$ cat config.mk
export PLATFORM = sky130hd
export DESIGN_NAME = pwr_mode_ctrl
export DESIGN_NICKNAME = d
export VERILOG_FILES = /design/src/rtl/pmc_pkg.sv /design/src/rtl/pmc_sync.sv /design/src/rtl/pmc_wake_latch.sv /design/src/rtl/pmc_hf_gate.sv /design/src/rtl/pmc_mode_fsm.sv /design/src/rtl/pwr_mode_ctrl.sv
export SDC_FILE = /design/constraint.sdc
export NUM_CORES = 1
export LEC_CHECK = 0
export BUFFER_PORTS_ARGS = -buffer_cell sky130_fd_sc_hd__buf_2
export CORE_UTILIZATION = 41
export DETAILED_ROUTE_END_ITERATION = 16
export PLACE_DENSITY_LB_ADDON = 0.05
export RECOVER_POWER = 100
export SYNTH_ARGS = -nofsm -noshare
export SYNTH_HDL_FRONTEND = slang
export SYNTH_SLANG_ARGS = --single-unit
$ cat constraint.sdc
create_clock -name clk -period 1.5 [get_ports clk]
set_clock_uncertainty 0.1 [all_clocks]
set_input_delay 0.3 -clock clk [delete_from_list [all_inputs] [get_ports clk]]
set_output_delay 0.3 -clock clk [all_outputs]
set_load 0.03 [all_outputs]
$ cat src/rtl/pmc_pkg.sv
package pmc_pkg;

    typedef enum logic [1:0] {
        PM_ACTIVE = 2'd0,
        PM_SAVE   = 2'd1,
        PM_IDLE   = 2'd2,
        PM_HALT   = 2'd3
    } pm_mode_e;

    localparam int CTRL_W = 5;

    typedef struct packed {
        logic hf_off;
        logic halt;
        logic idle;
        logic defer;
        logic save;
    } pm_ctrl_t;

    // Mode chosen by a wait strobe: halt over idle over save.
    function automatic pm_mode_e wait_target(input pm_ctrl_t c, input pm_mode_e cur);
        pm_mode_e t;
        t = cur;
        if (c.halt)
            t = PM_HALT;
        else if (c.idle)
            t = PM_IDLE;
        else if (c.save && cur == PM_ACTIVE)
            t = PM_SAVE;
        return t;
    endfunction

    function automatic logic is_low_power(input pm_mode_e m);
        return m != PM_ACTIVE;
    endfunction

endpackage

$ cat src/rtl/pmc_sync.sv
module pmc_sync #(
    parameter int STAGES = 2
) (
    input  logic clk,
    input  logic rst,
    input  logic d,
    output logic q
);
    logic [STAGES-1:0] chain;

    generate
        for (genvar i = 0; i < STAGES; i++) begin : g_stage
            if (i == 0) begin : g_first
                always_ff @(posedge clk) begin
                    if (rst) chain[0] <= 1'b0;
                    else     chain[0] <= d;
                end
            end else begin : g_rest
                always_ff @(posedge clk) begin
                    if (rst) chain[i] <= 1'b0;
                    else     chain[i] <= chain[i-1];
                end
            end
        end
    endgenerate

    assign q = chain[STAGES-1];
endmodule

$ cat src/rtl/pmc_wake_latch.sv
module pmc_wake_latch #(
    parameter int NUM_SRC = 4
) (
    input  logic               clk,
    input  logic               rst,
    input  logic [NUM_SRC-1:0] src,
    input  logic               nmi,
    input  logic               ack,
    output logic               pending
);
    localparam int TOTAL = NUM_SRC + 1;

    logic [TOTAL-1:0] ev;
    logic [TOTAL-1:0] held;

    assign ev = {nmi, src};

    generate
        for (genvar i = 0; i < TOTAL; i++) begin : g_lat
            always_ff @(posedge clk) begin
                if (rst)        held[i] <= 1'b0;
                else if (ev[i]) held[i] <= 1'b1;
                else if (ack)   held[i] <= 1'b0;
            end
        end
    endgenerate

    assign pending = |held;
endmodule

$ cat src/rtl/pmc_hf_gate.sv
module pmc_hf_gate
    import pmc_pkg::*;
(
    input  logic     clk,
    input  logic     rst,
    input  pm_mode_e mode,
    input  logic     hf_off,
    output logic     hf_en
);
    logic allow_q;

    // Follows the register one clock late so the oscillator stops after entry.
    always_ff @(posedge clk) begin
        if (rst)
            allow_q <= 1'b1;
        else if (mode == PM_SAVE || mode == PM_IDLE)
            allow_q <= ~hf_off;
        else
            allow_q <= 1'b1;
    end

    always_comb begin
        unique case (mode)
            PM_ACTIVE: hf_en = 1'b1;
            PM_HALT:   hf_en = 1'b0;
            default:   hf_en = allow_q;
        endcase
    end
endmodule

$ cat src/rtl/pmc_mode_fsm.sv
module pmc_mode_fsm
    import pmc_pkg::*;
(
    input  logic              clk,
    input  logic              rst,
    input  logic              reg_wr,
    input  logic [CTRL_W-1:0] reg_wdata,
    input  logic              wait_stb,
    input  logic              wake,
    input  logic              slow_ok,
    output pm_mode_e          mode,
    output pm_ctrl_t          ctrl
);
    pm_mode_e mode_q;
    pm_ctrl_t ctrl_q;
    pm_ctrl_t wr_c;
    logic     pend_q;
    logic     wait_ok;
    pm_mode_e wait_to;

    assign wr_c    = pm_ctrl_t'(reg_wdata);
    assign wait_ok = wait_stb && ctrl_q.defer &&
                     (mode_q == PM_ACTIVE || mode_q == PM_SAVE);
    assign wait_to = wait_target(ctrl_q, mode_q);

    always_ff @(posedge clk) begin
        if (rst) begin
            mode_q <= PM_ACTIVE;
            ctrl_q <= '0;
            pend_q <= 1'b0;
        end else if (wake && is_low_power(mode_q)) begin
            mode_q      <= PM_ACTIVE;
            ctrl_q.save <= 1'b0;
            ctrl_q.idle <= 1'b0;
            ctrl_q.halt <= 1'b0;
            pend_q      <= 1'b0;
        end else begin
            if (reg_wr) begin
                ctrl_q.defer  <= wr_c.defer;
                ctrl_q.idle   <= wr_c.idle;
                ctrl_q.halt   <= wr_c.halt;
                ctrl_q.hf_off <= wr_c.hf_off;
                if (wr_c.save) begin
                    if (wr_c.defer)
                        ctrl_q.save <= 1'b1;
                    else if (mode_q == PM_ACTIVE)
                        pend_q <= 1'b1;
                end
            end
            if (pend_q && slow_ok && mode_q == PM_ACTIVE) begin
                mode_q      <= PM_SAVE;
                ctrl_q.save <= 1'b1;
                pend_q      <= 1'b0;
            end
            if (wait_ok) begin
                if (wait_to == PM_HALT || wait_to == PM_IDLE) begin
                    mode_q <= wait_to;
                    pend_q <= 1'b0;
                end else if (wait_to == PM_SAVE) begin
                    pend_q <= 1'b1;
                end
            end
        end
    end

    assign mode = mode_q;
    assign ctrl = ctrl_q;
endmodule

$ cat src/rtl/pwr_mode_ctrl.sv
module pwr_mode_ctrl
    import pmc_pkg::*;
#(
    parameter int NUM_WAKE    = 4,
    parameter int SYNC_STAGES = 2
) (
    input  logic                clk,
    input  logic                rst,
    input  logic                reg_wr,
    input  logic [CTRL_W-1:0]   reg_wdata,
    output logic [CTRL_W-1:0]   ctrl_rd,
    output logic                stat_slow_ok,
    input  logic                wait_stb,
    input  logic [NUM_WAKE-1:0] wake_src,
    input  logic                nmi,
    input  logic                irq_ack,
    input  logic                slow_stable,
    output logic [1:0]          mode,
    output logic                clk_sel,
    output logic                hf_osc_en,
    output logic                wake_pending
);
    logic     slow_ok;
    logic     wake_q;
    pm_mode_e mode_s;
    pm_ctrl_t ctrl_s;

    pmc_sync #(.STAGES(SYNC_STAGES)) u_sync (
        .clk(clk), .rst(rst), .d(slow_stable), .q(slow_ok)
    );

    pmc_wake_latch #(.NUM_SRC(NUM_WAKE)) u_wake (
        .clk(clk), .rst(rst), .src(wake_src), .nmi(nmi),
        .ack(irq_ack), .pending(wake_q)
    );

    pmc_mode_fsm u_fsm (
        .clk(clk), .rst(rst), .reg_wr(reg_wr), .reg_wdata(reg_wdata),
        .wait_stb(wait_stb), .wake(wake_q), .slow_ok(slow_ok),
        .mode(mode_s), .ctrl(ctrl_s)
    );

    pmc_hf_gate u_hf (
        .clk(clk), .rst(rst), .mode(mode_s), .hf_off(ctrl_s.hf_off),
        .hf_en(hf_osc_en)
    );

    assign ctrl_rd      = ctrl_s;
    assign stat_slow_ok = slow_ok;
    assign mode         = mode_s;
    assign clk_sel      = is_low_power(mode_s);
    assign wake_pending = wake_q;
endmodule

Word level (Yosys, flattened, before mapping)

Index checks and enable logic that the tools add are counted.

Bits in registers: 16
Output and inout port bits: 11
Logic and storage cells: 73

Equality and inequality tests: 6
Mux-type cells: 25
Bitwise gates (word level): 3
Reduce and logical (&&, ||, !) cells: 24

Operators by type and width:

| cell               | number |
|---|---|
| $mux 1             | 18 |
| $reduce_bool 2->1  | 9 |
| $mux 2             | 6 |
| $eq 2x2->1 const B | 4 |
| $logic_and 1x1->1  | 6 |
| $reduce_or 5->1    | 1 |
| $eq 2x1->1 const B | 2 |
| $reduce_or 2->1    | 2 |
| $logic_or 1x1->1   | 3 |
| $not 1->1          | 3 |
| $reduce_and 3->1   | 1 |
| $logic_not 2->1    | 1 |
| $pmux 1 s2         | 1 |
| $reduce_and 2->1   | 1 |

Depth between registers and ports, before layout

Depth in word-level cells: 9
Depth in mapped cells: 6
Gate-level depth less buffers: 6

Hierarchy

Synthesis repeated with hierarchy kept, for this count alone.

Cells, all modules: 74
Area, all modules: 675.6 µm²

Modules (own cells, without submodules):

| module         | times used | cells an instance | area each (µm²) | sequential area each (µm²) |
|---|---|---|---|---|
| pmc_mode_fsm   | 1          | 40                | 366.6           | 160.2 |
| pmc_wake_latch | 1          | 23                | 187.7           | 100.1 |
| pmc_hf_gate    | 1          | 6                 | 62.6            | 20.0 |
| pmc_sync       | 1          | 4                 | 52.6            | 40.0 |
| pwr_mode_ctrl  | 1          | 1                 | 6.3             | 0.0 |

Worst setup path before layout

Ideal clock, no wire load.

Path kind: reg-to-reg
Start: register u_fsm.mode_q[0] (netlist: u_fsm.mode[0])
End: register u_fsm.mode_q[0] (netlist: u_fsm.mode[0])
Setup time: 0.088 ns
Arrival: 1.609 ns
Data required time: 1.312 ns
Path slack: -0.297 ns
Cell stages (with the launch flop): 7
Buffers on the path: 0
Period minus slack after synthesis: 1.797 ns
Cells stage by stage: dfxtp_1 inv_1 ha_1 o211a_1 o31ai_2 nor2_1 a311oi_2

Longest elaborated chain between the ends: 9

RTL lines:

| element                | line                                                  | source |
|---|---|---|
| start, declared        | pmc_mode_fsm.sv:14                                    | `pm_mode_e mode_q;` |
| start signal, assigned | pmc_mode_fsm.sv:57                                    | `mode_q <= wait_to;` |
| $logic_not 2->1        | pmc_pkg.sv:28, pmc_mode_fsm.sv:23, pmc_mode_fsm.sv:50 |  |
| $logic_and 1x1->1      | pmc_pkg.sv:28                                         | `else if (c.save && cur == PM_ACTIVE)` |
| $mux 2                 | pmc_pkg.sv:28                                         |  |
| $mux 2                 | pmc_pkg.sv:26                                         | `else if (c.idle)` |
| $mux 2                 | pmc_pkg.sv:24                                         | `if (c.halt)` |
| $eq 2x2->1             | pmc_mode_fsm.sv:56                                    | `if (wait_to == PM_HALT \|\| wait_to == PM_IDLE) begin` |
| $logic_or 1x1->1       | pmc_mode_fsm.sv:56                                    |  |
| $mux 2                 | pmc_mode_fsm.sv:56                                    |  |
| $mux 2                 | pmc_mode_fsm.sv:55                                    | `if (wait_ok) begin` |

Several ways; a longest one is shown, not always the timed one.
A chain may end at the register's enable or synchronous reset.

Worst setup path in the final report

Start: register u_wake.held[3]
End: output port wake_pending

Longest elaborated chain between the ends: 1

RTL lines:

| element                         | line                 | source |
|---|---|---|
| start, declared                 | pmc_wake_latch.sv:14 | `logic [TOTAL-1:0] held;` |
| start signal, assigned by index | pmc_wake_latch.sv:21 | `if (rst) held[i] <= 1'b0;` |
| start signal, assigned by index | pmc_wake_latch.sv:22 | `else if (ev[i]) held[i] <= 1'b1;` |
| start signal, assigned by index | pmc_wake_latch.sv:23 | `else if (ack) held[i] <= 1'b0;` |
| $reduce_or 5->1                 | pmc_wake_latch.sv:28 | `assign pending = \|held;` |
| end, declared                   | pwr_mode_ctrl.sv:21  | `output logic wake_pending` |

Every way passes these cells.

==> impl_summary.log <==
INFO  metric synth-main-ff-cell = sky130_fd_sc_hd__dfxtp_1
INFO  metric cts_tree = done
INFO  metric final.hold.worst_slack = 0.113 ns
INFO  metric dr_total_vias = 601
INFO  metric grt_start_max_net_pins = 14
INFO  metric timing_hold_violations_final = 0
INFO  metric placement.setup.worst_slack = -0.0533 ns
INFO  metric yosysTopAreaCell = sky130_fd_sc_hd__dfxtp_1
INFO  metric synth_warnings = 0
INFO  metric net_count_final = between 100 and 150
INFO  metric clkTransAtPathRegs = about 0.090 ns
INFO  metric main_area_contributors_after_synthesis = sky130_fd_sc_hd__dfxtp_1 45%, sky130_fd_sc_hd__a21oi_1 5.7%, sky130_fd_sc_hd__mux2i_1 5.7%
INFO  metric ctsLongestPathBuffers = 2
INFO  metric worstReg2RegStart = u_wake.held[3]
INFO  metric synthArstFlopShare = 0
INFO  metric timing_max_transition_violations_final = 0
INFO  metric synth_largest_type_area_fraction = 0.454
INFO  metric ys_ff_latch = 16
INFO  metric die_x = between 40 and 50 um
INFO  metric wl_per_cell = approximately 11 um
INFO  metric number_of_antenna_violations_at_the_first_check_in_global_routing = 0
INFO  metric areaGrowthSynthToFinish = 45.0%
INFO  metric worst_r2r_path_depth = 7
INFO  metric number_of_distinct_library_cells_after_synthesis = 27
INFO  metric cpMaxStageDelayCell = sky130_fd_sc_hd__or4_4
INFO  metric reg2reg_capture_point = u_fsm.mode[0]
INFO  metric power_density = slightly above 900 mW/mm2
INFO  metric min_period = between 1.5 and 2 ns
INFO  metric avgViaCountPerCell = 4.81
INFO  metric max_slew.worst_pin.slew = approximately 0.5 ns
INFO  metric synthCells = 70
INFO  metric cp_data_required_time = around 1.1 ns
INFO  metric finalWeightedCongestion = about 0.69
INFO  metric cts_max_level = 1
INFO  metric netlist_top_cells_count = 16 x sky130_fd_sc_hd__dfxtp_1, 8 x sky130_fd_sc_hd__a21oi_1, 8 x sky130_fd_sc_hd__nor2_1
INFO  metric synth_nets = a little under 90
INFO  metric most_frequent_cell_after_synthesis = sky130_fd_sc_hd__dfxtp_1
INFO  metric crit_start = u_wake.held[3]
INFO  metric grt-ovfl-total = 0
INFO  metric core_region_area = 0.00156 mm2
INFO  metric crit_cells = 4
INFO  metric headroom_to_the_max_slew_limit = 0.664
INFO  metric finalCritPeriodShare = 1.21
INFO  metric grt_use_total = 0.167
INFO  metric initial_core_util = 0.453
INFO  metric criticalPathCategory = register to output pin
INFO  metric worst_ep_arrival_time = between 1 and 1.5 ns
INFO  metric cellLeakagePower = between 0.0004 and 0.0005 uW
INFO  metric cpPeakStageDelay = roughly 0.54 ns
INFO  metric clock_sinks = 16
INFO  metric placement.io_buffers = 26
INFO  metric worst-path-buf-inv = 2
INFO  metric timing.reg2reg.setup_slack = -0.25 ns
INFO  metric detailed_route_drc_error_count = 6
INFO  metric timing.critical_path.max_delay_family = simple AND/OR/NAND/NOR gates
INFO  metric number_of_enable_flip_flop_cells_after_synthesis = 0
INFO  metric cp_endpoint = wake_pending
INFO  metric die_height = ~43 um
INFO  metric synth.yosys.seq_area_share = 0.454
INFO  metric drive_gt1_frac = 0.495
INFO  metric tritoncts.num_buffers = 3
INFO  metric timing.max_cap.violations = 0
INFO  metric timing.critical_path.fanout_max = 2
INFO  metric drtIter0Drc = 9
INFO  metric critical_path.cell_chain = or4_4, nor2_4, inv_2, buf_6
INFO  metric total_inserted_antenna_cells = 0
INFO  metric failed_checks = design-rule violations, negative setup slack
INFO  metric die_area = 0.00189 mm2
INFO  metric syn-cell-area = 706 um2
INFO  metric clockRootBuffer = sky130_fd_sc_hd__clkbuf_4
INFO  metric fmaxAchievable = 552 MHz
INFO  metric boundaryPins = 27
INFO  metric setup.worst_path.end_class = output pin
INFO  metric power.ir.vdd_worst = ~0.00077 V
INFO  metric rows = 14
INFO  metric rsz0062_at_grt = yes
INFO  metric run_status = complete, but fails checks
INFO  metric finalSetupViolations = 11
INFO  metric synthesis.area_per_instance = approximately 10 um2
INFO  metric critPathLaunchType = register
INFO  metric sum_of_net_half_perimeters_after_detailed_placement = 1010 um
INFO  metric drt_first_pass_iters = 9
INFO  metric grt_pass1_vias = 574
INFO  metric finalWorstSetupSlack = -0.312 ns
INFO  metric final_routed_wirelength_across_all_metal_layers = about 1400 um
INFO  metric first_pass_grt_wire_length = between 2000 and 2500 um
INFO  metric count_of_nets_left_with_antenna_violations_after_detail_routing = 0
INFO  metric clkLatencyLatePin = roughly 0.28 ns
INFO  metric hp-class = input port to register
==> where the power goes <==
part / leakage (uW) / total, uW / switching, uW / internal (uW)
logic: 0.000313 / 206 / 106 / 100
clock network: 0.0000210 / 277 / 129 / 148
registers: 0.000134 / 466 / 17.7 / 448
==> sequential cells by signal, summed over array words and instances, names as in the netlist <==
signal and flops:
u_sync.chain 1, u_hf.allow_q 1, u_fsm.pend_q 1, u_wake.held 5, u_fsm.mode 2, u_sync.q 1, u_fsm.ctrl 5
==> area by class of cell <==
type,count,area [um2]
Sequential cell,16,330
Multi-Input combinational cell,46,382
Fill cell,133,536
Inverter,6,27.5
Clock buffer,4,36.3
Timing Repair Buffer,37,228
Tap cell,16,20.0
==> layer usage <==
layer,vias to the layer above,track usage,part of all wire
li1,319,-,-
met1,262,0.189,0.47
met2,18,0.267,0.45
met3,2,0.0917,0.065
met4,0,0.0563,0.015
met5,-,0,0
==> layout by cell type, fill, tap and decap left out, types with 2 or more instances in the layout <==
| cell type | netlist | layout |
|---|---|---|
| sky130_fd_sc_hd__a21oi_2 | 0 | 2 |
| sky130_fd_sc_hd__nor2b_1 | 2 | 2 |
| sky130_fd_sc_hd__dfxtp_2 | 0 | 2 |
| sky130_fd_sc_hd__inv_4 | 0 | 2 |
| sky130_fd_sc_hd__buf_6 | 0 | 4 |
| sky130_fd_sc_hd__clkbuf_1 | 1 | 6 |
| sky130_fd_sc_hd__inv_1 | 6 | 2 |
| sky130_fd_sc_hd__dfxtp_1 | 16 | 12 |
| sky130_fd_sc_hd__buf_2 | 0 | 14 |
| sky130_fd_sc_hd__clkbuf_2 | 0 | 3 |
| sky130_fd_sc_hd__mux2i_1 | 4 | 4 |
| sky130_fd_sc_hd__nand2b_1 | 4 | 4 |
| sky130_fd_sc_hd__clkbuf_4 | 0 | 3 |
| sky130_fd_sc_hd__dfxtp_4 | 0 | 2 |
| sky130_fd_sc_hd__inv_2 | 0 | 2 |
| sky130_fd_sc_hd__buf_4 | 1 | 10 |
| sky130_fd_sc_hd__ha_1 | 3 | 2 |
| sky130_fd_sc_hd__a21oi_1 | 8 | 6 |
| sky130_fd_sc_hd__nor2_1 | 8 | 8 |
==> kinds of logic after synthesis <==
group | count (synthesis) | synth area share
buf+inv | 8 | 0.0479
flops | 16 | 0.454
compound gates | 18 | 0.204
simple gates | 20 | 0.168
fa+ha+maj | 3 | 0.0532
mux | 5 | 0.0727
==> how the worst min path moves through the flow <==
stage | start | endpoint | slack (ns) | depth (start not counted)
global placement | u_fsm.ctrl[4] | u_hf.allow_q | 0.30 | 1
CTS | nmi | u_wake.held[4] | 0.11 | 3
floorplan | u_fsm.ctrl[4] | u_hf.allow_q | 0.30 | 1
finish | nmi | u_wake.held[4] | 0.11 | 3
global route | wake_src[0] | u_wake.held[0] | 0.13 | 3
detailed placement | u_fsm.ctrl[4] | u_hf.allow_q | 0.31 | 1
==> worst register-to-register path: cells and delay by family, from the launching register on <==
kind | cells | cell delay (ns)
flops | 1 | 0.32
buf+inv | 3 | 0.31
compound gates | 2 | 0.29
simple gates | 2 | 0.65
==> stage by stage <==
step | TNS [ns] | instance area, um2 | util | power (uW) | cells
after floorplan | -0.0157 | 734 | - | 596 | 70
after global placement | -0.0616 | 918 | 0.589 | 655 | 116
after detailed placement | -0.118 | 918 | 0.589 | 656 | 116
after CTS | -1.31 | 1000 | 0.642 | 953 | 123
after global routing | -2.47 | 1020 | 0.657 | 1000 | 125
final | -1.81 | 1020 | 0.657 | 949 | 125
==> what timing repair did <==
action | in CTS | in global routing
cloned | 0 | 0
resized for setup | 9 | 4
buffers inserted | 3 | 2
pin swaps | 5 | 3
hold buffers | 0 | 0
setup endpoints to repair | 5 | 11
No activity file was read; power rests on OpenSTA's default activity.
